`config.mk`:
```
export PLATFORM = sky130hd
export DESIGN_NAME = dram_ctrl
export DESIGN_NICKNAME = d
export VERILOG_FILES = /design/src/rtl/dramc_pkg.sv /design/src/rtl/dramc_refresh.sv /design/src/rtl/dramc_seq.sv /design/src/rtl/dramc_dpath.sv /design/src/rtl/dram_ctrl.sv
export SDC_FILE = /design/constraint.sdc
export NUM_CORES = 1
export LEC_CHECK = 0
export CELL_PAD_IN_SITES_DETAIL_PLACEMENT = 0
export CELL_PAD_IN_SITES_GLOBAL_PLACEMENT = 2
export CORE_ASPECT_RATIO = 0.7
export CORE_UTILIZATION = 29
export DETAILED_ROUTE_END_ITERATION = 16
export PLACE_DENSITY = 0.87
export SYNTH_ARGS = -nofsm -noshare
export SYNTH_HDL_FRONTEND = slang
export SYNTH_SLANG_ARGS = --single-unit
```
`constraint.sdc`:
```
create_clock -name clk -period 2.4 [get_ports clk]
set_input_delay 0.36 -clock clk [delete_from_list [all_inputs] [get_ports clk]]
set_output_delay 0.36 -clock clk [all_outputs]
set_load 0.1 [all_outputs]
```
`src/rtl/dramc_pkg.sv`:
```
package dramc_pkg;

    typedef enum logic [2:0] {
        ST_IDLE,
        ST_ROW,
        ST_COL,
        ST_ACCESS,
        ST_PRECHARGE,
        ST_CBR_CAS,
        ST_CBR_RAS,
        ST_CBR_PRE
    } dramc_state_e;

    function automatic int max2(input int a, input int b);
        return (a > b) ? a : b;
    endfunction

endpackage

```
`src/rtl/dramc_refresh.sv`:
```
module dramc_refresh #(
    parameter int INTERVAL = 781
) (
    input  logic clk,
    input  logic rst_n,
    input  logic ack,
    output logic pend
);
    localparam int TW = $clog2(INTERVAL + 1);

    logic [TW-1:0] tmr_q;
    logic          tick;

    assign tick = (tmr_q == '0);

    always_ff @(posedge clk or negedge rst_n) begin
        if (!rst_n) begin
            tmr_q <= TW'(INTERVAL - 1);
            pend  <= 1'b0;
        end else begin
            tmr_q <= tick ? TW'(INTERVAL - 1) : tmr_q - TW'(1);
            if (tick)
                pend <= 1'b1;
            else if (ack)
                pend <= 1'b0;
        end
    end

    // each refresh is served before the next one falls due
    a_r7_no_overrun: assert property (@(posedge clk) disable iff (!rst_n)
        tick |-> !pend);

endmodule

```
`src/rtl/dramc_seq.sv`:
```
module dramc_seq
    import dramc_pkg::*;
#(
    parameter int T_RCD   = 2,
    parameter int T_ASC   = 1,
    parameter int ACC_LEN = 2,
    parameter int T_RAS   = 4,
    parameter int T_RP    = 3,
    parameter int T_CSR   = 1
) (
    input  logic clk,
    input  logic rst_n,
    input  logic req_valid,
    input  logic ref_pend,
    input  logic is_write,
    output logic req_ready,
    output logic ref_ack,
    output logic ras_n,
    output logic cas_n,
    output logic we_n,
    output logic oe_n,
    output logic dq_oe,
    output logic show_req,
    output logic show_col,
    output logic capture
);
    localparam int LEN_MAX = max2(max2(max2(T_RCD, T_ASC), max2(ACC_LEN, T_RAS)),
                                  max2(T_RP, T_CSR));
    localparam int CNT_W   = $clog2(LEN_MAX + 1);
    typedef logic [CNT_W-1:0] cnt_t;

    dramc_state_e state_q, state_d;
    cnt_t         cnt_q, cnt_d;
    logic         last;

    assign last = (cnt_q == '0);

    function automatic cnt_t load_of(input dramc_state_e s);
        cnt_t v;
        unique case (s)
            ST_IDLE:      v = '0;
            ST_ROW:       v = cnt_t'(T_RCD - 1);
            ST_COL:       v = cnt_t'(T_ASC - 1);
            ST_ACCESS:    v = cnt_t'(ACC_LEN - 1);
            ST_PRECHARGE: v = cnt_t'(T_RP - 1);
            ST_CBR_CAS:   v = cnt_t'(T_CSR - 1);
            ST_CBR_RAS:   v = cnt_t'(T_RAS - 1);
            ST_CBR_PRE:   v = cnt_t'(T_RP - 1);
            default:      v = '0;
        endcase
        return v;
    endfunction

    always_comb begin
        state_d = state_q;
        unique case (state_q)
            ST_IDLE: begin
                if (ref_pend)       state_d = ST_CBR_CAS;
                else if (req_valid) state_d = ST_ROW;
            end
            ST_ROW:       if (last) state_d = ST_COL;
            ST_COL:       if (last) state_d = ST_ACCESS;
            ST_ACCESS:    if (last) state_d = ST_PRECHARGE;
            ST_PRECHARGE: if (last) state_d = ST_IDLE;
            ST_CBR_CAS:   if (last) state_d = ST_CBR_RAS;
            ST_CBR_RAS:   if (last) state_d = ST_CBR_PRE;
            ST_CBR_PRE:   if (last) state_d = ST_IDLE;
            default:                state_d = ST_IDLE;
        endcase
        if (state_d != state_q)
            cnt_d = load_of(state_d);
        else
            cnt_d = last ? cnt_q : cnt_q - cnt_t'(1);
    end

    always_ff @(posedge clk or negedge rst_n) begin
        if (!rst_n) begin
            state_q <= ST_IDLE;
            cnt_q   <= '0;
        end else begin
            state_q <= state_d;
            cnt_q   <= cnt_d;
        end
    end

    always_comb begin
        ras_n    = 1'b1;
        cas_n    = 1'b1;
        we_n     = 1'b1;
        oe_n     = 1'b1;
        dq_oe    = 1'b0;
        show_req = 1'b0;
        show_col = 1'b0;
        capture  = 1'b0;
        unique case (state_q)
            ST_IDLE:   show_req = 1'b1;
            ST_ROW:    ras_n = 1'b0;
            ST_COL: begin
                ras_n    = 1'b0;
                show_col = 1'b1;
                we_n     = !is_write;
                dq_oe    = is_write;
            end
            ST_ACCESS: begin
                ras_n    = 1'b0;
                cas_n    = 1'b0;
                show_col = 1'b1;
                we_n     = !is_write;
                dq_oe    = is_write;
                oe_n     = is_write;
                capture  = last && !is_write;
            end
            ST_CBR_CAS: cas_n = 1'b0;
            ST_CBR_RAS: begin
                cas_n = 1'b0;
                ras_n = 1'b0;
            end
            default: ;
        endcase
    end

    assign req_ready = (state_q == ST_IDLE) && !ref_pend;
    assign ref_ack   = (state_q == ST_IDLE) && ref_pend;

    logic [15:0] ras_lo_run, ras_hi_run;
    always_ff @(posedge clk or negedge rst_n) begin
        if (!rst_n) begin
            ras_lo_run <= '0;
            ras_hi_run <= 16'(T_RP);
        end else begin
            ras_lo_run <= ras_n ? '0 : ((&ras_lo_run) ? ras_lo_run : ras_lo_run + 16'd1);
            ras_hi_run <= !ras_n ? '0 : ((&ras_hi_run) ? ras_hi_run : ras_hi_run + 16'd1);
        end
    end

    a_r4_ras_min: assert property (@(posedge clk) disable iff (!rst_n)
        $rose(ras_n) |-> ras_lo_run >= 16'(T_RAS));

    a_r5_precharge: assert property (@(posedge clk) disable iff (!rst_n)
        $fell(ras_n) |-> ras_hi_run >= 16'(T_RP));

    a_r3_write_oe_high: assert property (@(posedge clk) disable iff (!rst_n)
        !we_n |-> oe_n);

    a_r6_cas_first: assert property (@(posedge clk) disable iff (!rst_n)
        ($fell(ras_n) && !cas_n) |-> $past(!cas_n));

endmodule

```
`src/rtl/dramc_dpath.sv`:
```
module dramc_dpath #(
    parameter int AW = 16,
    parameter int DW = 16
) (
    input  logic          clk,
    input  logic          rst_n,
    input  logic          accept,
    input  logic          req_we,
    input  logic [AW-1:0] req_addr,
    input  logic [DW-1:0] req_wdata,
    input  logic          show_req,
    input  logic          show_col,
    input  logic          capture,
    input  logic [DW-1:0] dq_in,
    output logic          is_write,
    output logic [AW/2-1:0] pin_addr,
    output logic [DW-1:0] dq_out,
    output logic          rsp_valid,
    output logic [DW-1:0] rsp_rdata
);
    localparam int PW = AW / 2;

    logic [PW-1:0] row_q, col_q;

    always_ff @(posedge clk or negedge rst_n) begin
        if (!rst_n) begin
            row_q     <= '0;
            col_q     <= '0;
            is_write  <= 1'b0;
            dq_out    <= '0;
            rsp_valid <= 1'b0;
            rsp_rdata <= '0;
        end else begin
            if (accept) begin
                row_q    <= req_addr[AW-1:PW];
                col_q    <= req_addr[PW-1:0];
                is_write <= req_we;
                dq_out   <= req_wdata;
            end
            rsp_valid <= capture;
            if (capture)
                rsp_rdata <= dq_in;
        end
    end

    assign pin_addr = show_req ? req_addr[AW-1:PW] : (show_col ? col_q : row_q);

    a_r2_rsp_pulse: assert property (@(posedge clk) disable iff (!rst_n)
        rsp_valid |=> !rsp_valid);

    a_r1_col_steady: assert property (@(posedge clk) disable iff (!rst_n)
        (show_col && $past(show_col)) |-> $stable(pin_addr));

endmodule

```
`src/rtl/dram_ctrl.sv`:
```
module dram_ctrl
    import dramc_pkg::*;
#(
    parameter int CLK_KHZ   = 50000,
    parameter int WINDOW_MS = 4,
    parameter int ROWS      = 256,
    parameter int T_RCD     = 2,
    parameter int T_ASC     = 1,
    parameter int T_CAC     = 2,
    parameter int T_CAA     = 3,
    parameter int T_RAC     = 4,
    parameter int T_RAS     = 4,
    parameter int T_RP      = 3,
    parameter int T_CSR     = 1
) (
    input  logic        clk,
    input  logic        rst_n,
    input  logic        req_valid,
    output logic        req_ready,
    input  logic        req_we,
    input  logic [15:0] req_addr,
    input  logic [15:0] req_wdata,
    output logic        rsp_valid,
    output logic [15:0] rsp_rdata,
    output logic [7:0]  dram_addr,
    output logic        dram_ras_n,
    output logic        dram_cas_n,
    output logic        dram_we_n,
    output logic        dram_oe_n,
    output logic [15:0] dram_dq_out,
    output logic        dram_dq_oe,
    input  logic [15:0] dram_dq_in
);
    localparam int REF_INTERVAL = (CLK_KHZ * WINDOW_MS) / ROWS;
    localparam int ACC_LEN = max2(1, max2(max2(T_CAC, T_CAA - T_ASC),
                                          max2(T_RAC - T_RCD - T_ASC, T_RAS - T_RCD - T_ASC)));

    logic ref_pend, ref_ack, is_write, show_req, show_col, capture, accept;

    assign accept = req_valid && req_ready;

    dramc_refresh #(.INTERVAL(REF_INTERVAL)) u_refresh (
        .clk  (clk),
        .rst_n(rst_n),
        .ack  (ref_ack),
        .pend (ref_pend)
    );

    dramc_seq #(
        .T_RCD(T_RCD), .T_ASC(T_ASC), .ACC_LEN(ACC_LEN),
        .T_RAS(T_RAS), .T_RP(T_RP), .T_CSR(T_CSR)
    ) u_seq (
        .clk      (clk),
        .rst_n    (rst_n),
        .req_valid(req_valid),
        .ref_pend (ref_pend),
        .is_write (is_write),
        .req_ready(req_ready),
        .ref_ack  (ref_ack),
        .ras_n    (dram_ras_n),
        .cas_n    (dram_cas_n),
        .we_n     (dram_we_n),
        .oe_n     (dram_oe_n),
        .dq_oe    (dram_dq_oe),
        .show_req (show_req),
        .show_col (show_col),
        .capture  (capture)
    );

    dramc_dpath #(.AW(16), .DW(16)) u_dpath (
        .clk      (clk),
        .rst_n    (rst_n),
        .accept   (accept),
        .req_we   (req_we),
        .req_addr (req_addr),
        .req_wdata(req_wdata),
        .show_req (show_req),
        .show_col (show_col),
        .capture  (capture),
        .dq_in    (dram_dq_in),
        .is_write (is_write),
        .pin_addr (dram_addr),
        .dq_out   (dram_dq_out),
        .rsp_valid(rsp_valid),
        .rsp_rdata(rsp_rdata)
    );

    a_r8_busy_in_refresh: assert property (@(posedge clk) disable iff (!rst_n)
        (!dram_cas_n && dram_ras_n) |-> !req_ready);

    a_r6_refresh_no_drive: assert property (@(posedge clk) disable iff (!rst_n)
        (!dram_cas_n && dram_ras_n) |-> (!dram_dq_oe && dram_oe_n && dram_we_n));

endmodule

```
=== Word-level counts from Yosys, hierarchy flattened ===
Memories as Yosys holds them, arrays and structs flattened.
Index checks and enable logic that the tools add are counted.

* Flip-flop bits (word level): 67
* Memories: 1
* ROM bits: 16
* Bits of input ports: 52

* Reductions and logical operators: 14
* Add/subtract/negate cells: 2
* Muxes and demuxes: 24
* Eq/ne operators: 9

{| class="wikitable"
|+ Memory list
! name !! depth !! width !! read ports !! clocked after Yosys merged registers in !! wr ports !! RTL line !! source
|-
| (name not given) || 8 || 2 || 1 || 0 || 0 || dramc_seq.sv:40 || <nowiki>unique case (s)</nowiki>
|}

{| class="wikitable"
|+ Operators by type and width
! operator !! number
|-
| 3-bit 2-to-1 mux || 10
|-
| 3-bit case mux with 7 select lines || 1
|-
| 8-bit 2-to-1 mux || 2
|-
| 3-bit == test (second input constant) || 4
|-
| 10-bit zero test || 1
|-
| 1-bit 2-to-1 mux || 10
|-
| 10-bit 2-to-1 mux || 1
|-
| 10-bit by 1-bit subtractor with 10-bit output (second input constant) || 1
|-
| 3-bit by 2-bit == test with 1-bit output (second input constant) || 2
|-
| 3-bit zero test || 2
|-
| 1-bit logical AND || 4
|-
| 2-bit OR reduction || 2
|-
| 4-bit OR reduction || 1
|-
| 3-bit by 1-bit == test with 1-bit output (second input constant) || 1
|-
| 3-bit inequality test || 1
|-
| 3-bit OR reduction || 1
|-
| 3-bit by 1-bit subtractor with 3-bit output (second input constant) || 1
|-
| 1-bit zero test || 2
|-
| 2-bit inequality test (second input constant) || 1
|-
| 2-bit nonzero test || 1
|}

=== Depth between registers and ports, before layout ===
Gate-level depths: netlist of the first run.

* Depth in word-level cells: 5
* Depth in mapped cells: 8

=== Hierarchy ===
A second synthesis of the first run with hierarchy kept.

* Cell total of the unflattened synthesis: 241
* Area total of the unflattened synthesis: 3228.1 sq um

{| class="wikitable"
|+ Modules (own cells, without submodules)
! module !! area an instance (sq um) !! times used !! cells each !! seq. area each (sq um)
|-
| dramc_dpath || 2213.4 || 1 || 131 || 1251.2
|-
| dramc_refresh || 541.8 || 1 || 50 || 280.3
|-
| dramc_seq || 466.7 || 1 || 59 || 150.1
|-
| dram_ctrl || 6.3 || 1 || 1 || 0.0
|}

=== Least setup slack after synthesis of the first run ===
Ideal clock, no wire load.

* Path kind: register -> output
* From: register u_seq.state_q[0]
* To: output dram_addr[0]
* Arrival time: 3.221 ns
* Buffers on the path: 1
* Path slack: -1.181 ns
* Stages on the path, launching flop included: 5
* Cells stage by stage: dfrtp_1 > buf_2 > nor2_1 > a22oi_1 > o21ai_0

* Word-level cells in the longest chain between the ends: 5

{| class="wikitable"
|+ Ends and longest elaborated chain
! item !! RTL line !! source
|-
| from (decl) || dramc_seq.sv:32 || <nowiki>dramc_state_e state_q, state_d;</nowiki>
|-
| from (signal assigned) || dramc_seq.sv:81 || <nowiki>state_q <= state_d;</nowiki>
|-
| 3-bit by 2-bit == test with 1-bit output || dramc_seq.sv:95 || <nowiki>unique case (state_q)</nowiki>
|-
| 2-bit OR reduction (no line) || -- ||
|-
| 1-bit 2-to-1 mux || dramc_seq.sv:95 ||
|-
| 8-bit 2-to-1 mux || dramc_dpath.sv:46 || <nowiki>assign pin_addr = show_req ? req_addr[AW-1:PW] : (show_col ? col_q : row_q);</nowiki>
|-
| 8-bit 2-to-1 mux (*) || dramc_dpath.sv:46 ||
|-
| to (decl) || dram_ctrl.sv:25 || <nowiki>output logic [7:0] dram_addr,</nowiki>
|}

Mark *: on every way between the ends. The rest lies on a longest branch, timed or not.

=== Worst setup path in the final report of the first run ===
* From: register u_seq.state_q[2]
* To: output dram_cas_n

* Word-level cells in the longest chain between the ends: 3

{| class="wikitable"
|+ Ends and longest elaborated chain
! item !! RTL line !! source
|-
| 3-bit == test or 3-bit by 2-bit == test with 1-bit output (tied branches) || dramc_seq.sv:95 ||
|-
| 3-bit OR reduction (no line) (*) || -- ||
|-
| 1-bit 2-to-1 mux (*) || dramc_seq.sv:95 ||
|-
| to (decl) || dram_ctrl.sv:27 || <nowiki>output logic dram_cas_n,</nowiki>
|}

Marked as above.

==> summary.md, run 1 <==
| Metric | Value |
|---|---|
| Status | `complete, no violations` |
| First-pass GRT wire length | `roughly 11000 µm` |
| Final wirelength | `slightly below 7000 µm` |
| Multi-input logic area | `about 0.0013 mm²` |
| Vias | `between 2000 and 2500` |
| Via density | `around 4.7` |
| Nets | `between 300 and 400` |
| Synth top area share | `between 50% and 60%` |
| Worst min path class | `primary input to async pin` |
| Post-route ant nets | `0` |
| Worst-path cell chain | `buf_4, nand2_1, mux2_2, buf_12` |
| Synth top area cells | `dfrtp_1 (52%), mux2_2 (15%), mux2_4 (4.5%)` |
| Commonest non-fill, non-tap cell in the layout | `dfrtp_1` |
| Worst EP required | `2.04 ns` |
| Worst setup path start | `u_seq.state_q[2]$_DFF_PN0_` |
| Worst clock skew | `around 0.0033 ns` |
| # setup viols final | `0` |
| CP bufs+invs | `2` |
| Drt drc | `0` |
| Crit path kind | `flip-flop to output pin` |
| Vias in the first global route | `between 2000 and 2500` |
| Seq/Total Area, Yosys | `55.6%` |
| Total CTS buffers | `9` |
| CP endpoint kind | `output pin` |
| Initial antenna violation count | `0` |
| GPL Wtd Cong | `about 0.72` |
| Register bit total from synthesis | `67` |
| Register Area | `approximately 0.0017 mm²` |
| Largest net degree at the start of global routing | `27` |
| Fraction of layout cells with a size suffix above 1 | `between 40 and 50%` |
| Antenna diodes | `0` |
| Reg2Reg Capture Point | `u_dpath.rsp_rdata[3]$_DFFE_PN0P_` |
| Rel. slew slack | `around two fifths` |
| Most frequent cells in the layout | `dfrtp_1 (63), clkdlybuf4s50_1 (50), mux2_2 (41), buf_4 (41)` |
| H-tree level count | `3` |
| Syn_nets | `~290` |
| Chip Width | `about 120 µm` |
| GRT overflow | `0` |
| Initial Util | `just over 30%` |
| Die ar. | `around 0.011 mm²` |
| # hold bufs at CTS | `0` |
| Arr. time, crit path | `around 1.9 ns` |
| Routed WL per cell | `roughly 15 µm` |
| Area Growth Syn to Fin | `51.0%` |
| CP Launch Type | `flip-flop` |
| Area after DPL | `0.00427 mm²` |
| Cells after Synth | `between 200 and 250` |
| Reg2reg start | `u_seq.state_q[2]$_DFF_PN0_` |
| Clock Tree Buf Depth | `2` |
| Flop2flop setup slack | `0.26 ns` |
| Final period util | `between 90 and 100%` |
| Mapped Avg Cell Area | `~13 µm²` |
| I/O Pins | `a little under 100` |
| Fmax | `between 0.4 and 0.5 GHz` |
| Crit path to | `dram_cas_n` |
| Worst-margin pin slew | `about 0.9 ns` |
| Initial DRC Count | `82` |
| Count of cell types in the netlist | `40` |
| Core Area | `0.00991 mm²` |
| Family with the most delay on the worst path | `flip-flops` |
| Post-synth EDFFs | `0` |
| Input/output buffers | `a little under 100` |
| Reg clk slew, reported paths | `around 0.050 ns` |
| Drt first pass iters | `4` |
| Post-CTS Setup Bufs | `0` |
| Reg2reg path depth | `4` |
| Crit-path slowest cell | `dfrtp_1` |
| Total track usage | `roughly 14%` |
| Yosys warns | `0` |
| Cell depth of the worst setup path | `4` |
| CTS tree | `built` |
| Synth area leader | `dfrtp_1` |
| Crit-path max cell delay | `0.68 ns` |
| Hold Violations, Final | `0` |
| Maxcap violations | `0` |
| Unrepaired setup endpoints after global routing | `no` |
| Die H | `approximately 90 µm` |
| Clk sinks | `67` |
| Design area | `0.00457 mm²` |
| Final Max Tran Viols | `0` |
| Synth Cell Area | `0.00302 mm²` |
| Clock Latency Late Sink | `between 0.3 and 0.4 ns` |
| Ys async rst share | `100%` |
| Crit-path max FO | `13` |
| Clk root buf | `clkbuf_16` |
| Ys flop type | `dfrtp_1` |
| FP Rows | `30` |
| Clock period minus worst slack | `2.24 ns` |
| Dpl hpwl | `roughly 5100 µm` |
| Filler instances | `886` |
[cell type report]
cell class	count	share of cell area, %
clock buffers	14	5.56
clock inverters	2	0.767
inverters	6	0.575
multi-input cells	146	27.9
flip-flops and latches	67	36.8
well taps	128	3.51
repair buffers	108	24.8
[worst register-to-register path, stage by stage, from the launching register on]
cell,delay [ns]
dfrtp_1,0.68
nor2b_4,0.10
nand3b_4,0.11
or2_1,0.71
mux2_2,0.42
[cell families after synthesis]
group                      synth area share, %
and+or+nand+nor                           7.95
xor gates and xnor gates                  2.03
muxes                                     20.4
buffers and inverters                     3.72
adders and majority gates                 1.24
DFF                                       55.6
AOI/OAI and AO/OA                         9.02
[layer usage]
metal | up-vias | wire, µm | track usage, %
met5 | - | 0 | 0
met4 | 0 | 125 | 6.93
met2 | 85 | 3030 | 20.1
li1 | 1046 | - | -
met3 | 12 | 630 | 5.82
met1 | 1056 | 3100 | 18.5
[stage by stage]
step / worst slack [ns] / cells / utilization, % / setup TNS, ns / hold slack, ns
floorplan: -0.118 / 231 / - / -3.15 / 0.0644
global placement: 0.224 / 455 / 43.1 / 0 / 0.421
detailed placement: 0.188 / 455 / 43.1 / 0 / 0.427
CTS: 0.0915 / 471 / 46.0 / 0 / 0.0613
global route: 0.0594 / 471 / 46.1 / 0 / 0.0850
finish: 0.161 / 471 / 46.1 / 0 / 0.0546
[state kept, by name, summed over array words and instances (netlist names)]
| name | flops |
|---|---|
| u_seq.cnt_q | 3 |
| u_dpath.rsp_valid | 1 |
| u_dpath.col_q | 8 |
| u_dpath.is_write | 1 |
| u_dpath.row_q | 8 |
| u_refresh.pend | 1 |
| u_dpath.rsp_rdata | 16 |
| u_refresh.tmr_q | 10 |
| u_dpath.dq_out | 16 |
| u_seq.state_q | 3 |
[Yosys cell counts, drive strengths merged (3+ instances only)]
cell type and number:
a21oi 4, a22oi 16, buf 10, dfrtp 63
dfstp 4, ha 3, inv 6, mux2 50
nand2 11, nor2 12, nor2b 4, nor3 3
nor4 3, o21ai 13, xnor2 4, xor2 3
[worst min-delay path by stage]
stage	end	slack (ns)	cells past startpoint
3_3_place_gp	u_dpath.is_write$_DFFE_PN0P_	0.42	1
2_1_floorplan	u_dpath.col_q[0]$_DFFE_PN0P_	0.06	0
3_5_place_dp	u_dpath.is_write$_DFFE_PN0P_	0.43	1
6_report	u_seq.cnt_q[2]$_DFFE_PN0P_	0.05	1
5_1_grt	u_seq.cnt_q[2]$_DFFE_PN0P_	0.09	1
4_1_cts	u_dpath.is_write$_DFFE_PN0P_	0.06	1
[what timing repair did]
action,4_1_cts,5_1_grt
endpoints found under the setup margin,8,3
cloned,0,0
resized for setup,1,1
Power of run 1 is left out: the tool's default activity adds up to more than one toggle a clock period on the data nets, which glitch-free logic cannot reach.
==> run 2, diff against run 1 <==
- SKIP_LAST_GASP: unset -> 1
- SLEW_MARGIN: unset -> 30
==> results of run 2 <==
Same layout as run 1: the final DEF is identical, and so are final timing and power.
Power of run 2 is left out for the same reason.
==> run 3, diff against run 2 <==
- CORE_UTILIZATION: 29 -> 40
- CTS_CLUSTER_SIZE: unset -> 20
- DONT_BUFFER_PORTS: unset -> 1
==> summary.md, run 3 (synthesis gave the netlist of run 1 again) <==
| Metric | Value |
|---|---|
| Worst clock skew | `0.0113 ns (+0.00799 ns)` |
| FP Rows | `26 (-13%)` |
| Fmax | `0.449 GHz (+0.49%)` |
| # setup viols final | `0 (unchanged)` |
| Largest net degree at the start of global routing | `68 (+150%)` |
| Antenna diodes | `0 (unchanged)` |
| Core Area | `0.00732 mm² (-26%)` |
| Clock Latency Late Sink | `0.34 ns (about the same)` |
| GRT overflow | `0 (unchanged)` |
| Hold Violations, Final | `0 (unchanged)` |
| Initial DRC Count | `75 (-8.5%)` |
| Chip Width | `106 µm (-15%)` |
| Crit path kind | `flip-flop to output pin` |
| Status | `complete, no violations` |
| Final Max Tran Viols | `0 (unchanged)` |
| Die H | `74.7 µm (-15%)` |
| GPL Wtd Cong | `0.708 (-1.4%)` |
| Final wirelength | `5980 µm (-13%)` |
| Drt drc | `0 (unchanged)` |
| CP Launch Type | `flip-flop` |
| Worst EP required | `2.04 ns (about the same)` |
| CTS tree | `built` |
| Clock period minus worst slack | `2.23 ns (-0.0109 ns)` |
| Vias in the first global route | `1903 (-16%)` |
| Die ar. | `0.00791 mm² (-27%)` |
| Drt first pass iters | `4 (unchanged)` |
| Worst min path class | `primary input to flip-flop` |
| Input/output buffers | `0 (-100%)` |
| First-pass GRT wire length | `9400 µm (-16%)` |
| Initial Util | `41.3% (+11 points)` |
| Regs by FF count | `u_dpath.dq_out: 16 flops, u_dpath.rsp_rdata: 16 flops, u_refresh.tmr_q: 10 flops` |
| Crit-path max FO | `10 (-3)` |
| Most frequent cells in the layout | `dfrtp_1 (63), mux2_2 (41), a22oi_1 (16)` |
| Clock Tree Buf Depth | `2 (unchanged)` |
| Reg clk slew, reported paths | `0.08 ns (+0.03 ns)` |
| H-tree level count | `3 (unchanged)` |
| Fraction of layout cells with a size suffix above 1 | `41.4% (+0.59 points)` |
| Area Growth Syn to Fin | `19.6%` |
| Setup TNS | `0 ns (unchanged)` |
| CP endpoint kind | `output pin` |
| Rel. slew slack | `36.5% (-2.8 points)` |
| Vias | `1897 (-14%)` |
| Total track usage | `15.7% (+1.6 points)` |
| I/O Pins | `99 (unchanged)` |
| Post-route ant nets | `0 (unchanged)` |
| Nets | `306 (-22%)` |
| Maxcap violations | `0 (unchanged)` |
| Clk sinks | `67 (unchanged)` |
| Initial antenna violation count | `0 (unchanged)` |
| Via density | `5.36 (+15%)` |
| Final period util | `92.8% (-0.45 points)` |
| Post-CTS Setup Bufs | `0 (unchanged)` |
| Dpl hpwl | `4110 µm (-20%)` |
| Routed WL per cell | `16.9 µm (+16%)` |
| Clk root buf | `clkbuf_8` |
| Worst-margin pin slew | `0.953 ns (+0.0416 ns)` |
| Commonest non-fill, non-tap cell in the layout | `dfrtp_1` |
| Unrepaired setup endpoints after global routing | `no` |
| Total CTS buffers | `9 (unchanged)` |
| Arr. time, crit path | `1.87 ns (about the same)` |
## run 3: changes by cell type in the layout (fill, tap and decap cells not counted), moves of 2 or more
cell	before	now
inv_6	0	2
clkdlybuf4s50_1	50	0
clkbuf_16	9	0
clkbuf_8	1	9
buf_4	41	10
buf_12	16	9
clkbuf_1	4	0
## run 3: area by class of cell
type | instances | area (µm²)
inverters | 6 | 26.3
clock inverters | 7 | 98.8
repair buffers | 21 | 293
clock buffers | 9 | 124
well taps | 98 | 123
flip-flops and latches | 67 | 1680
multi-input cells | 146 | 1270
fillers | 667 | 3700
## run 3: layer usage
metal	global-route usage (%)	share of wire, %	routed length (µm)	vias to the layer above
met5	0	0	0	-
met2	23.6	46	2730	79
met3	7.36	7.9	471	4
met1	20.5	46	2740	949
met4	4.78	0.57	34	0
li1	-	-	-	865
## run 3: path summary, 6_finish.rpt
check	start	endpoint	slack, ns	cells past startpoint
setup / recovery	u_seq.state_q[0]$_DFF_PN0_	dram_addr[5]	0.17	4
max in group asynchronous	rst_n	u_refresh.tmr_q[3]$_DFF_PN1_	1.52	2
setup reg to reg	u_seq.state_q[2]$_DFF_PN0_	u_dpath.rsp_rdata[13]$_DFFE_PN0P_	0.33	4
min in group asynchronous	rst_n	u_dpath.dq_out[14]$_DFFE_PN0P_	0.55	2
hold / removal	dram_dq_in[14]	u_dpath.rsp_rdata[14]$_DFFE_PN0P_	0.16	1
hold reg to reg	u_refresh.tmr_q[0]$_DFF_PN0_	u_refresh.tmr_q[0]$_DFF_PN0_	0.49	1
## run 3: repair_timing
| item | in CTS | in global routing |
|---|---|---|
| hold buffers | 2 | 0 |
| hold endpoints to repair | 67 | 0 |
| setup endpoints to repair | 8 | 0 |
| gates resized for setup | 1 | 0 |
## run 3: critical path, cell delays in order, from the launching register on
cell and delay [ns]:
dfrtp_1 0.50, nor2_2 0.47, a22oi_1 0.16, o21ai_2 0.20
buf_12 0.20
## run 3: metrics by stage
| stage | hold WS [ns] | std cells | setup WS, ns | instance area, µm² | util, % |
|---|---|---|---|---|---|
| finish | 0.157 | 354 | 0.172 | 3620 | 49.4 |
| CTS | 0.132 | 354 | 0.158 | 3620 | 49.4 |
| global route | 0.126 | 354 | 0.0585 | 3620 | 49.4 |
| detailed placement | 0.0667 | 336 | 0.327 | 3350 | 45.8 |
| global placement | 0.0662 | 336 | 0.364 | 3350 | 45.8 |
| floorplan | 0.0644 | 231 | -0.118 | 3080 | - |
Power of run 3 is left out for the same reason.
